**src/rtl/dio_irq_pkg.sv**
```systemverilog
package dio_irq_pkg;
  localparam int REG_AW = 2;

  typedef enum logic [REG_AW-1:0] {
    REG_EN   = 2'd0,
    REG_TYPE = 2'd1,
    REG_POL  = 2'd2,
    REG_PEND = 2'd3
  } reg_sel_e;
endpackage

```
**src/rtl/dio_sync.sv**
```systemverilog
module dio_sync #(
  parameter int W      = 8,
  parameter int STAGES = 2
) (
  input  logic         clk,
  input  logic         rst,
  input  logic [W-1:0] async_i,
  output logic [W-1:0] smp_o,
  output logic [W-1:0] prev_o
);
  logic [W-1:0] chain [STAGES];
  logic [W-1:0] prev_q;

  genvar s;
  generate
    for (s = 0; s < STAGES; s++) begin : g_stage
      if (s == 0) begin : g_first
        always_ff @(posedge clk) begin
          if (rst) chain[s] <= '0;
          else     chain[s] <= async_i;
        end
      end else begin : g_next
        always_ff @(posedge clk) begin
          if (rst) chain[s] <= '0;
          else     chain[s] <= chain[s-1];
        end
      end
    end
  endgenerate

  always_ff @(posedge clk) begin
    if (rst) prev_q <= '0;
    else     prev_q <= chain[STAGES-1];
  end

  assign smp_o  = chain[STAGES-1];
  assign prev_o = prev_q;
endmodule

```
**src/rtl/dio_trig_chan.sv**
```systemverilog
module dio_trig_chan (
  input  logic clk,
  input  logic rst,
  input  logic smp_i,
  input  logic prev_i,
  input  logic en_i,
  input  logic cos_mode_i,
  input  logic pol_i,
  input  logic clr_i,
  output logic pend_o
);
  logic hit;
  logic pend_q;

  always_comb begin
    if (cos_mode_i) hit = (smp_i != prev_i);
    else            hit = (smp_i == pol_i);
  end

  // a new event outranks a clear arriving on the same edge
  always_ff @(posedge clk) begin
    if (rst) pend_q <= 1'b0;
    else     pend_q <= (pend_q & ~clr_i) | (hit & en_i);
  end

  assign pend_o = pend_q;

  assert_level_sets_R4: assert property (@(posedge clk) disable iff (rst)
    (en_i && !cos_mode_i && (smp_i == pol_i)) |=> pend_o);

  assert_cos_sets_R5: assert property (@(posedge clk) disable iff (rst)
    (en_i && cos_mode_i && (smp_i != prev_i)) |=> pend_o);

  assert_set_needs_enable_R6: assert property (@(posedge clk) disable iff (rst)
    $rose(pend_o) |-> $past(en_i));

  assert_drop_needs_clear_R7: assert property (@(posedge clk) disable iff (rst)
    $fell(pend_o) |-> $past(clr_i));
endmodule

```
**src/rtl/dio_regbank.sv**
```systemverilog
module dio_regbank
  import dio_irq_pkg::*;
#(
  parameter int NUM_CH = 8,
  parameter int DW     = 32
) (
  input  logic              clk,
  input  logic              rst,
  input  logic              bus_wr_i,
  input  logic              bus_rd_i,
  input  logic [REG_AW-1:0] bus_addr_i,
  input  logic [DW-1:0]     bus_wdata_i,
  input  logic [DW/8-1:0]   bus_be_i,
  output logic [DW-1:0]     bus_rdata_o,
  input  logic [NUM_CH-1:0] pend_i,
  output logic [NUM_CH-1:0] en_o,
  output logic [NUM_CH-1:0] type_o,
  output logic [NUM_CH-1:0] pol_o,
  output logic [NUM_CH-1:0] clr_o
);
  localparam int LANE0_HI = ((NUM_CH < 8) ? NUM_CH : 8) - 1;

  logic [NUM_CH-1:0] en_q, type_q, pol_q;
  logic [DW-1:0]     rd_mux;
  logic [DW-1:0]     rdata_q;
  reg_sel_e          sel;

  assign sel = reg_sel_e'(bus_addr_i);

  genvar i;
  generate
    for (i = 0; i < NUM_CH; i++) begin : g_bit
      localparam int LANE = i / 8;
      logic lane_wr;
      assign lane_wr = bus_wr_i & bus_be_i[LANE];

      always_ff @(posedge clk) begin
        if (rst) begin
          en_q[i]   <= 1'b0;
          type_q[i] <= 1'b0;
          pol_q[i]  <= 1'b0;
        end else if (lane_wr) begin
          if (sel == REG_EN)   en_q[i]   <= bus_wdata_i[i];
          if (sel == REG_TYPE) type_q[i] <= bus_wdata_i[i];
          if (sel == REG_POL)  pol_q[i]  <= bus_wdata_i[i];
        end
      end

      assign clr_o[i] = lane_wr & (sel == REG_PEND) & bus_wdata_i[i];
    end
  endgenerate

  always_comb begin
    rd_mux = '0;
    case (sel)
      REG_EN:   rd_mux[NUM_CH-1:0] = en_q;
      REG_TYPE: rd_mux[NUM_CH-1:0] = type_q;
      REG_POL:  rd_mux[NUM_CH-1:0] = pol_q;
      default:  rd_mux[NUM_CH-1:0] = pend_i;
    endcase
  end

  always_ff @(posedge clk) begin
    if (rst)           rdata_q <= '0;
    else if (bus_rd_i) rdata_q <= rd_mux;
  end

  assign bus_rdata_o = rdata_q;
  assign en_o   = en_q;
  assign type_o = type_q;
  assign pol_o  = pol_q;

  assert_lane_masked_R2: assert property (@(posedge clk) disable iff (rst)
    (bus_wr_i && !bus_be_i[0]) |=> ($stable(en_q[LANE0_HI:0]) &&
      $stable(type_q[LANE0_HI:0]) && $stable(pol_q[LANE0_HI:0])));

  generate
    if (NUM_CH < DW) begin : g_upper
      assert_upper_zero_R3: assert property (@(posedge clk) disable iff (rst)
        bus_rdata_o[DW-1:NUM_CH] == '0);
    end
  endgenerate
endmodule

```
**src/rtl/dio_irq_ctrl.sv**
```systemverilog
module dio_irq_ctrl
  import dio_irq_pkg::*;
#(
  parameter int NUM_CH      = 8,
  parameter int DW          = 32,
  parameter int SYNC_STAGES = 2
) (
  input  logic              clk,
  input  logic              rst,
  input  logic [NUM_CH-1:0] din_i,
  input  logic              bus_wr_i,
  input  logic              bus_rd_i,
  input  logic [REG_AW-1:0] bus_addr_i,
  input  logic [DW-1:0]     bus_wdata_i,
  input  logic [DW/8-1:0]   bus_be_i,
  output logic [DW-1:0]     bus_rdata_o,
  output logic              irq_o
);
  logic [NUM_CH-1:0] smp, prev, en, typ, pol, clr, pend;
  logic              irq_q;

  dio_sync #(.W(NUM_CH), .STAGES(SYNC_STAGES)) u_sync (
    .clk(clk), .rst(rst), .async_i(din_i), .smp_o(smp), .prev_o(prev)
  );

  dio_regbank #(.NUM_CH(NUM_CH), .DW(DW)) u_regs (
    .clk(clk), .rst(rst),
    .bus_wr_i(bus_wr_i), .bus_rd_i(bus_rd_i), .bus_addr_i(bus_addr_i),
    .bus_wdata_i(bus_wdata_i), .bus_be_i(bus_be_i), .bus_rdata_o(bus_rdata_o),
    .pend_i(pend), .en_o(en), .type_o(typ), .pol_o(pol), .clr_o(clr)
  );

  genvar c;
  generate
    for (c = 0; c < NUM_CH; c++) begin : g_chan
      dio_trig_chan u_chan (
        .clk(clk), .rst(rst), .smp_i(smp[c]), .prev_i(prev[c]),
        .en_i(en[c]), .cos_mode_i(typ[c]), .pol_i(pol[c]),
        .clr_i(clr[c]), .pend_o(pend[c])
      );
    end
  endgenerate

  always_ff @(posedge clk) begin
    if (rst) irq_q <= 1'b0;
    else     irq_q <= |(pend & en);
  end

  assign irq_o = irq_q;

  assert_irq_masked_R8: assert property (@(posedge clk) disable iff (rst)
    (en == '0) |=> !irq_o);
endmodule

```
**config.mk**
```make
export PLATFORM = sky130hd
export DESIGN_NAME = dio_irq_ctrl
export DESIGN_NICKNAME = d
export VERILOG_FILES = /design/src/rtl/dio_irq_pkg.sv /design/src/rtl/dio_sync.sv /design/src/rtl/dio_trig_chan.sv /design/src/rtl/dio_regbank.sv /design/src/rtl/dio_irq_ctrl.sv
export SDC_FILE = /design/constraint.sdc
export NUM_CORES = 1
export LEC_CHECK = 0
export CORE_MARGIN = 8
export CORE_UTILIZATION = 50
export CTS_BUF_LIST = sky130_fd_sc_hd__clkbuf_8
export CTS_CLUSTER_DIAMETER = 60
export CTS_CLUSTER_SIZE = 16
export DETAILED_ROUTE_END_ITERATION = 8
export PLACE_DENSITY = 0.85
export SYNTH_ARGS = -nofsm -noshare
export SYNTH_HDL_FRONTEND = slang
export SYNTH_HIERARCHICAL = 1
export SYNTH_SLANG_ARGS = --single-unit
```
**constraint.sdc**
```tcl
create_clock -name clk -period 1.5 [get_ports clk]
set_input_delay 0.3 -clock clk [delete_from_list [all_inputs] [get_ports clk]]
set_output_delay 0.3 -clock clk [all_outputs]
set_load 0.02 [all_outputs]
```
# Word level (Yosys, flattened, before mapping)
# Memories as Yosys holds them, arrays and structs flattened.
# Index checks and enable logic that the tools add are counted.
# Widths: inputs -> output; s select.
# totals
ff_bits,49
ramBits,16
in_bits,50
out_inout_bits,33
wordCells,119
n_memories,1
# classes
eq_ne,19
mux,14
n_bitwise,45
reduce_logical,5
# mem_list
memory,depth,word_bits,rd,rd_clocked_by_memory_dff,write_ports,line,text
u_sync.chain,2,8,2,0,2,dio_sync.sv:11,logic [W-1:0] chain [STAGES];
# op_table
operator,n
$and 1x1->1,26
$pmux 8 s3,1
$mux 8,2
$mux 1,11
$or 1x1->1,10
$and 8x8->8,1
$eq 1x1->1,8
$ne 1x1->1,8
$not 1->1,8
$reduce_or 8->1,1
$reduce_and 2->1,3
$eq 2x2->1 const B,2
$eq 2x1->1 const B,1
$logic_not 2->1,1

# Depth between registers and ports, before layout
# Gate-level depths: netlist (run 1).
# depth
word_depth,6
ltp_mapped,5
ltp_nobuf,4

# Modules after synthesis
# The synthesis (run 1) kept the hierarchy.
# by_module_without_submodules
module,n_inst,cells_per_inst,area_per_inst_um2,seq_area_each_um2
dio_regbank,1,170,1740.4,640.6
dio_sync,1,50,693.2,480.5
dio_trig_chan,8,8,68.8,20.0
dio_irq_ctrl,1,6,58.8,20.0

# Worst setup path before layout (run 1)
# Ideal clock, no wire load.
# synth_path
kind,input port to flip-flop
from,input bus_addr_i[0]
to,register g_chan[0].u_chan.pend_q
setup_time_ps,122
t_arrival_ps,1181
required_ps,1378
path_slack_ps,197
cell_stages,5
path_buffers,1
cell_sequence,buf_4 > and4_1 > and2_1 > nor3b_1 > a311o_1
# synth_between
elab_chain_cells,6
# synth_lines
element,line,text
from (decl),dio_irq_ctrl.sv:13,"input logic [REG_AW-1:0] bus_addr_i,"
$eq 2x2->1,dio_regbank.sv:49,assign clr_o[i] = lane_wr & (sel == REG_PEND) & bus_wdata_i[i];
$and 1x1->1 (2 in series),dio_regbank.sv:49,
net clr[0],dio_irq_ctrl.sv:19,"logic [NUM_CH-1:0] smp, prev, en, typ, pol, clr, pend;"
$not 1->1,dio_trig_chan.sv:23,else pend_q <= (pend_q & ~clr_i) | (hit & en_i);
$and 1x1->1,dio_trig_chan.sv:23,
$or 1x1->1,dio_trig_chan.sv:23,
to (signal assigned),dio_trig_chan.sv:23,
to (decl),dio_trig_chan.sv:13,logic pend_q;
# The timed path passes the listed nets, and every way through them passes these cells.
# A chain may end at the register's enable or synchronous reset.

# Worst setup path in the final report (run 1)
# layout_path
from,input bus_wr_i
to,register g_chan[0].u_chan.pend_q
# layout_between
elab_chain_cells,6
# layout_lines
element,line,text
from (decl),dio_irq_ctrl.sv:11,"input logic bus_wr_i,"
$and 1x1->1,dio_regbank.sv:35,assign lane_wr = bus_wr_i & bus_be_i[LANE];
$and 1x1->1 (2 in series),dio_regbank.sv:49,
net clr[0],dio_irq_ctrl.sv:19,
$not 1->1,dio_trig_chan.sv:23,
$and 1x1->1,dio_trig_chan.sv:23,
$or 1x1->1,dio_trig_chan.sv:23,
# The timed path passes the listed nets, and every way through them passes these cells.

==> results.toml, run 1 <==
[sta]
final.period_utilization = 0.963
finalHoldViolCount = 0
setup_violations = 0
fmax_ghz = 0.692
tns_ps = 0
rsz0062_at_grt = "false"
worst_clock_skew_ps = 9.58
final_max_slew_viol_count = 0
finalCriticalPeriod_ps = 1440

[hold_path]
min_delay_path_depth = 3
hold_class = "in2reg"

[power_and_ir_drop]
p_comb_frac = 0.091
total_power_mw = 3.78
irDropWorstVdd_v = 0.000722
power_switching_mw = 0.878
power.internal_mw = 2.91
cellPowerDensity_mw_per_mm2 = 1040
p_sw_frac = 0.232
p_leak_nw = 1.48
pwr-share-clk = 0.433
power_frac_seq = 0.476

[place]
dpl.hpwl_um = 4520
placed_cells = 399
portBuffers = 31
place.gp.congestion = 0.778
post_dp_cell_area_mm2 = 0.00344

[detailed_routing]
vias_per_cell = 5.22
first_pass_iters = 5
ant_nets = 0
drcViolationCount = 0
drt_wl_total_um = 6440
via_count = 2160
drt_iter0_markers = 126
wl_per_cell_um = 15.6

[yosys]
async_reset_ff_frac = 0
synth_ff_type = "dfxtp_1"
synthCells = 290
ys_types = 26
yosysTopAreaCellShare = 0.428
synth-seq-area-share = 0.428
yosysWarnings = 6
ys_ff_latch = 65
yosys-top-cells-area = "dfxtp_1 43%, mux2i_1 13%, nand2b_1 9.9%"
synth_edf_count = 0
syn_area_mm2 = 0.00304
avgSynthCellArea_um2 = 10.5
yosys.area.top_type = "dfxtp_1"

[setup_path]
path_class = "in2reg"
critPathMaxFanout = 4
crit_arrival_ps = 1670
reg2reg_depth = 3
start_kind = "input pin"
end_kind = "flop"
crit_required_ps = 1720

[final_layout]
regArea_mm2 = 0.00130
stdcell_count = 414
drive_gt1_frac = 0.165
final_common_cell = "dfxtp_1"
final_util = 0.619
area_growth_pct = 19.8
fin_area_mm2 = 0.00365
multi_input_area_mm2 = 0.00156
fillers = 510
final_cell_mix = "65 x dfxtp_1, 48 x nand2b_1, 40 x mux2i_1"
n_antenna_cell = 0
nNetsFinal = 385

[clock_tree]
h-tree-depth = 3
holdBufCountCts = 0
clk_pin_slew_ps = 70
cts_buffers = 9
cts_max_path_buffers = 2
cts_tree = "done"
cts_setup_buffers = 0
cts_resized = 9
insertion_delay_ps = 340
cts_sinks = 65
cts-root-buf = "clkbuf_8"

[floorplanning]
die_w_um = 94.0
design.die.area_mm2 = 0.00884
die_h_um = 94.0
coreArea_mm2 = 0.00589
initial_core_util = 0.517
rows = 28
io_pins = 83

[flow_run]
drv_cap = 0

[grt]
grt_pass1_vias = 2190
grt_max_degree = 57
antenna_found_initial = 0
overflow = 0
track_usage = 0.152
grt_pass1_wl_um = 10500

[outcome]
status = "completed"
-- synth_stat cells, drive strengths merged (8+ instances only) --
cell type / count
a211oi: 8
nor2b: 20
mux2i: 40
a311o: 8
dfxtp: 65
and2: 8
o221ai: 8
nor3b: 16
or3b: 9
nand2b: 48
buf: 33
nand2: 8
-- layout make-up --
class | instances | share of cell area
multi-input combinational | 211 | 0.428
clock buffer | 10 | 0.0377
tap | 75 | 0.0257
clock inverter | 5 | 0.0220
sequential | 65 | 0.357
timing repair buffer | 48 | 0.129
-- stage by stage --
step | setup slack [ps] | hold slack (ps)
after floorplan | 197 | 372
after global placement | -244 | 418
after detailed placement | -288 | 421
after CTS | 75.8 | 356
after global routing | 18.8 | 388
final | 55.2 | 371
-- path summary, 6_finish.rpt --
path,start,to,slack [ps]
max,bus_wr_i,g_chan[0].u_chan/pend_o,60
min,rst,u_regs/pol_o[5],370
max reg2reg,u_regs/type_o[0],g_chan[0].u_chan/pend_o,450
min reg2reg,u_sync/chain[0][7],u_sync/chain[1][7],440
-- worst max-delay path, cell delays in order --
cell	delay (ps)
clkdlybuf4s50_1	480
and4_1	230
buf_4	150
and2_1	120
nor3b_1	50
a311o_1	330
-- per-layer routing --
layer  part of all wire  routed length (um)  track usage  vias up
li1                   -                   -            -     1059
met1               0.44                2870        0.183     1033
met2               0.47                3060        0.243       56
met3              0.064                 413       0.0448       12
met4              0.017                 107       0.0727        0
met5                  0                   0            0        -
-- power by group through the flow --
stage,registers [mW],logic (mW),clock network (mW)
6_report,1.80,0.344,1.64
5_1_grt,1.81,0.370,1.75
4_1_cts,1.80,0.342,1.67
3_5_place_dp,1.84,0.342,0
3_3_place_gp,1.84,0.335,0
2_1_floorplan,1.84,0.254,0
-- state kept, by name (all words and copies together) (netlist names) --
name and cells:
u_regs/pol_o 8, u_regs/en_o 8, u_sync/prev_o 8, g_chan.u_chan/pend_o 8
u_sync/chain 16, irq_o 1, u_regs/type_o 8, u_regs/bus_rdata_o 8
-- cell families (layout without fill, tap and decap cells) --
logic type / after synthesis / in the layout / share of synthesized area
AO/OA/AOI/OAI: 29 / 29 / 0.0839
buffers and inverters: 37 / 63 / 0.0876
flip-flops: 65 / 65 / 0.428
multiplexers: 40 / 40 / 0.132
other: 1 / 24 / 0.00123
AND/OR/NAND/NOR: 118 / 118 / 0.268
(Power assumes the default switching activity.)
==> run 2, diff against run 1 <==
ABC_CLOCK_PERIOD_IN_PS = 1500   (was not set)
PLACE_DENSITY = not set   (was 0.85)
PLACE_DENSITY_LB_ADDON = 0.2   (was not set)
==> results.toml, run 2 (synthesis results as in run 1) <==
[sta]
finalHoldViolCount = 0
tns_ps = 0
setup_violations = 0
final_max_slew_viol_count = 0
rsz0062_at_grt = "false"
finalCriticalPeriod_ps = 1420
final.period_utilization = 0.949
fmax_ghz = 0.702
layout_setup_ws_ps = 76.1
worst_clock_skew_ps = 7.96
whs_ps = 319

[floorplanning]
initial_core_util = 0.517
die_h_um = 94.0
design.die.area_mm2 = 0.00884
die_w_um = 94.0
coreArea_mm2 = 0.00589
io_pins = 83
rows = 28

[power_and_ir_drop]
power_switching_mw = 0.846
irDropWorstVdd_v = 0.000584
p_sw_frac = 0.249
p_comb_frac = 0.101
cellPowerDensity_mw_per_mm2 = 944
power_frac_seq = 0.530
power.internal_mw = 2.56
pwr-share-clk = 0.369
p_leak_nw = 1.48

[setup_path]
critPathMaxFanout = 4
start_kind = "input pin"
crit_required_ps = 1720
end_kind = "flop"
path_class = "in2reg"
crit_arrival_ps = 1650

[detailed_routing]
drt_wl_total_um = 6150
drt_iter0_markers = 56
ant_nets = 0
wl_per_cell_um = 14.7
via_count = 2146
drcViolationCount = 0
first_pass_iters = 4
vias_per_cell = 5.12

[place]
portBuffers = 31
place.gp.congestion = 0.756
pre_cts_ws_ps = -275
dpl.hpwl_um = 4420

[final_layout]
final_util = 0.612
drive_gt1_frac = 0.172
n_antenna_cell = 0
max_flop_register = "u_sync/chain"
nNetsFinal = 390
final_cell_mix = "65 x dfxtp_1, 48 x nand2b_1, 40 x mux2i_1"
final_common_cell = "dfxtp_1"
area_growth_pct = 18.4
largest_reg_flops = 16

[clock_tree]
cts_tree = "done"
cts-root-buf = "clkbuf_8"
clk_pin_slew_ps = 70
cts_buffers = 9
cts_sinks = 65
holdBufCountCts = 0
cts_max_path_buffers = 2
h-tree-depth = 3
cts_resized = 9
insertion_delay_ps = 330
cts_setup_buffers = 0

[grt]
antenna_found_initial = 0
overflow = 0
track_usage = 0.143
grt_pass1_vias = 2094
grt_max_degree = 41
grt_pass1_wl_um = 9900

[hold_path]
hold_class = "in2reg"

[outcome]
status = "completed"

[flow_run]
drv_cap = 0
==> run 2: cell count changes in the layout (fill, tap and decap cells not counted) <==
cell        before  now
buf_4           13   20
bufinv_16        2    0
clkinv_2         1    2
clkinvlp_4       2    1
buf_12           4    2
inv_1            0    2
==> run 2: critical path, stage by stage <==
cell and delay [ps]:
clkdlybuf4s50_1 480, and4_1 230, buf_4 150, and2_1 130, nor3b_1 50, a311o_1 310
==> run 2: final cells by class <==
| type | count | area, um^2 |
|---|---|---|
| sequential | 65 | 1300 |
| timing repair buffer | 53 | 484 |
| multi-input combinational | 211 | 1560 |
| clock inverter | 5 | 25.0 |
| fill | 516 | 2280 |
| tap | 75 | 93.8 |
| clock buffer | 10 | 138 |
==> run 2: power by group through the flow <==
| stage | Clock (mW) | Sequential (mW) | Combinational, mW |
|---|---|---|---|
| 2_1_floorplan | 0 | 1.84 | 0.254 |
| 3_3_place_gp | 0 | 1.84 | 0.340 |
| 3_5_place_dp | 0 | 1.84 | 0.343 |
| 4_1_cts | 1.29 | 1.80 | 0.343 |
| 5_1_grt | 1.37 | 1.81 | 0.369 |
| 6_report | 1.26 | 1.80 | 0.343 |
==> run 2: path summary, 6_finish.rpt <==
path                            slack (ps)  cells after the start                      end                from
worst min-delay path                   320                      2         u_sync/prev_o[4]                 rst
worst max-delay path                    80                      6  g_chan[7].u_chan/pend_o         bus_be_i[0]
worst max register to register         510                      3  g_chan[2].u_chan/pend_o    u_regs/type_o[2]
worst min register to register         430                      1       u_sync/chain[1][0]  u_sync/chain[0][0]
==> run 2: routing by layer <==
layer | share of wire | GRT usage | vias up
met5 | 0 | 0 | -
met4 | 0.015 | 0.0859 | 0
met3 | 0.065 | 0.0424 | 10
met2 | 0.45 | 0.216 | 49
met1 | 0.47 | 0.177 | 1019
li1 | - | - | 1068
==> run 2: through the flow <==
stage / total power [mW] / std cells / area (um^2)
global placement: 2.18 / 404 / 3450
finish: 3.40 / 419 / 3600
CTS: 3.44 / 419 / 3600
detailed placement: 2.19 / 404 / 3450
floorplan: 2.09 / 313 / 3130
global route: 3.55 / 419 / 3600
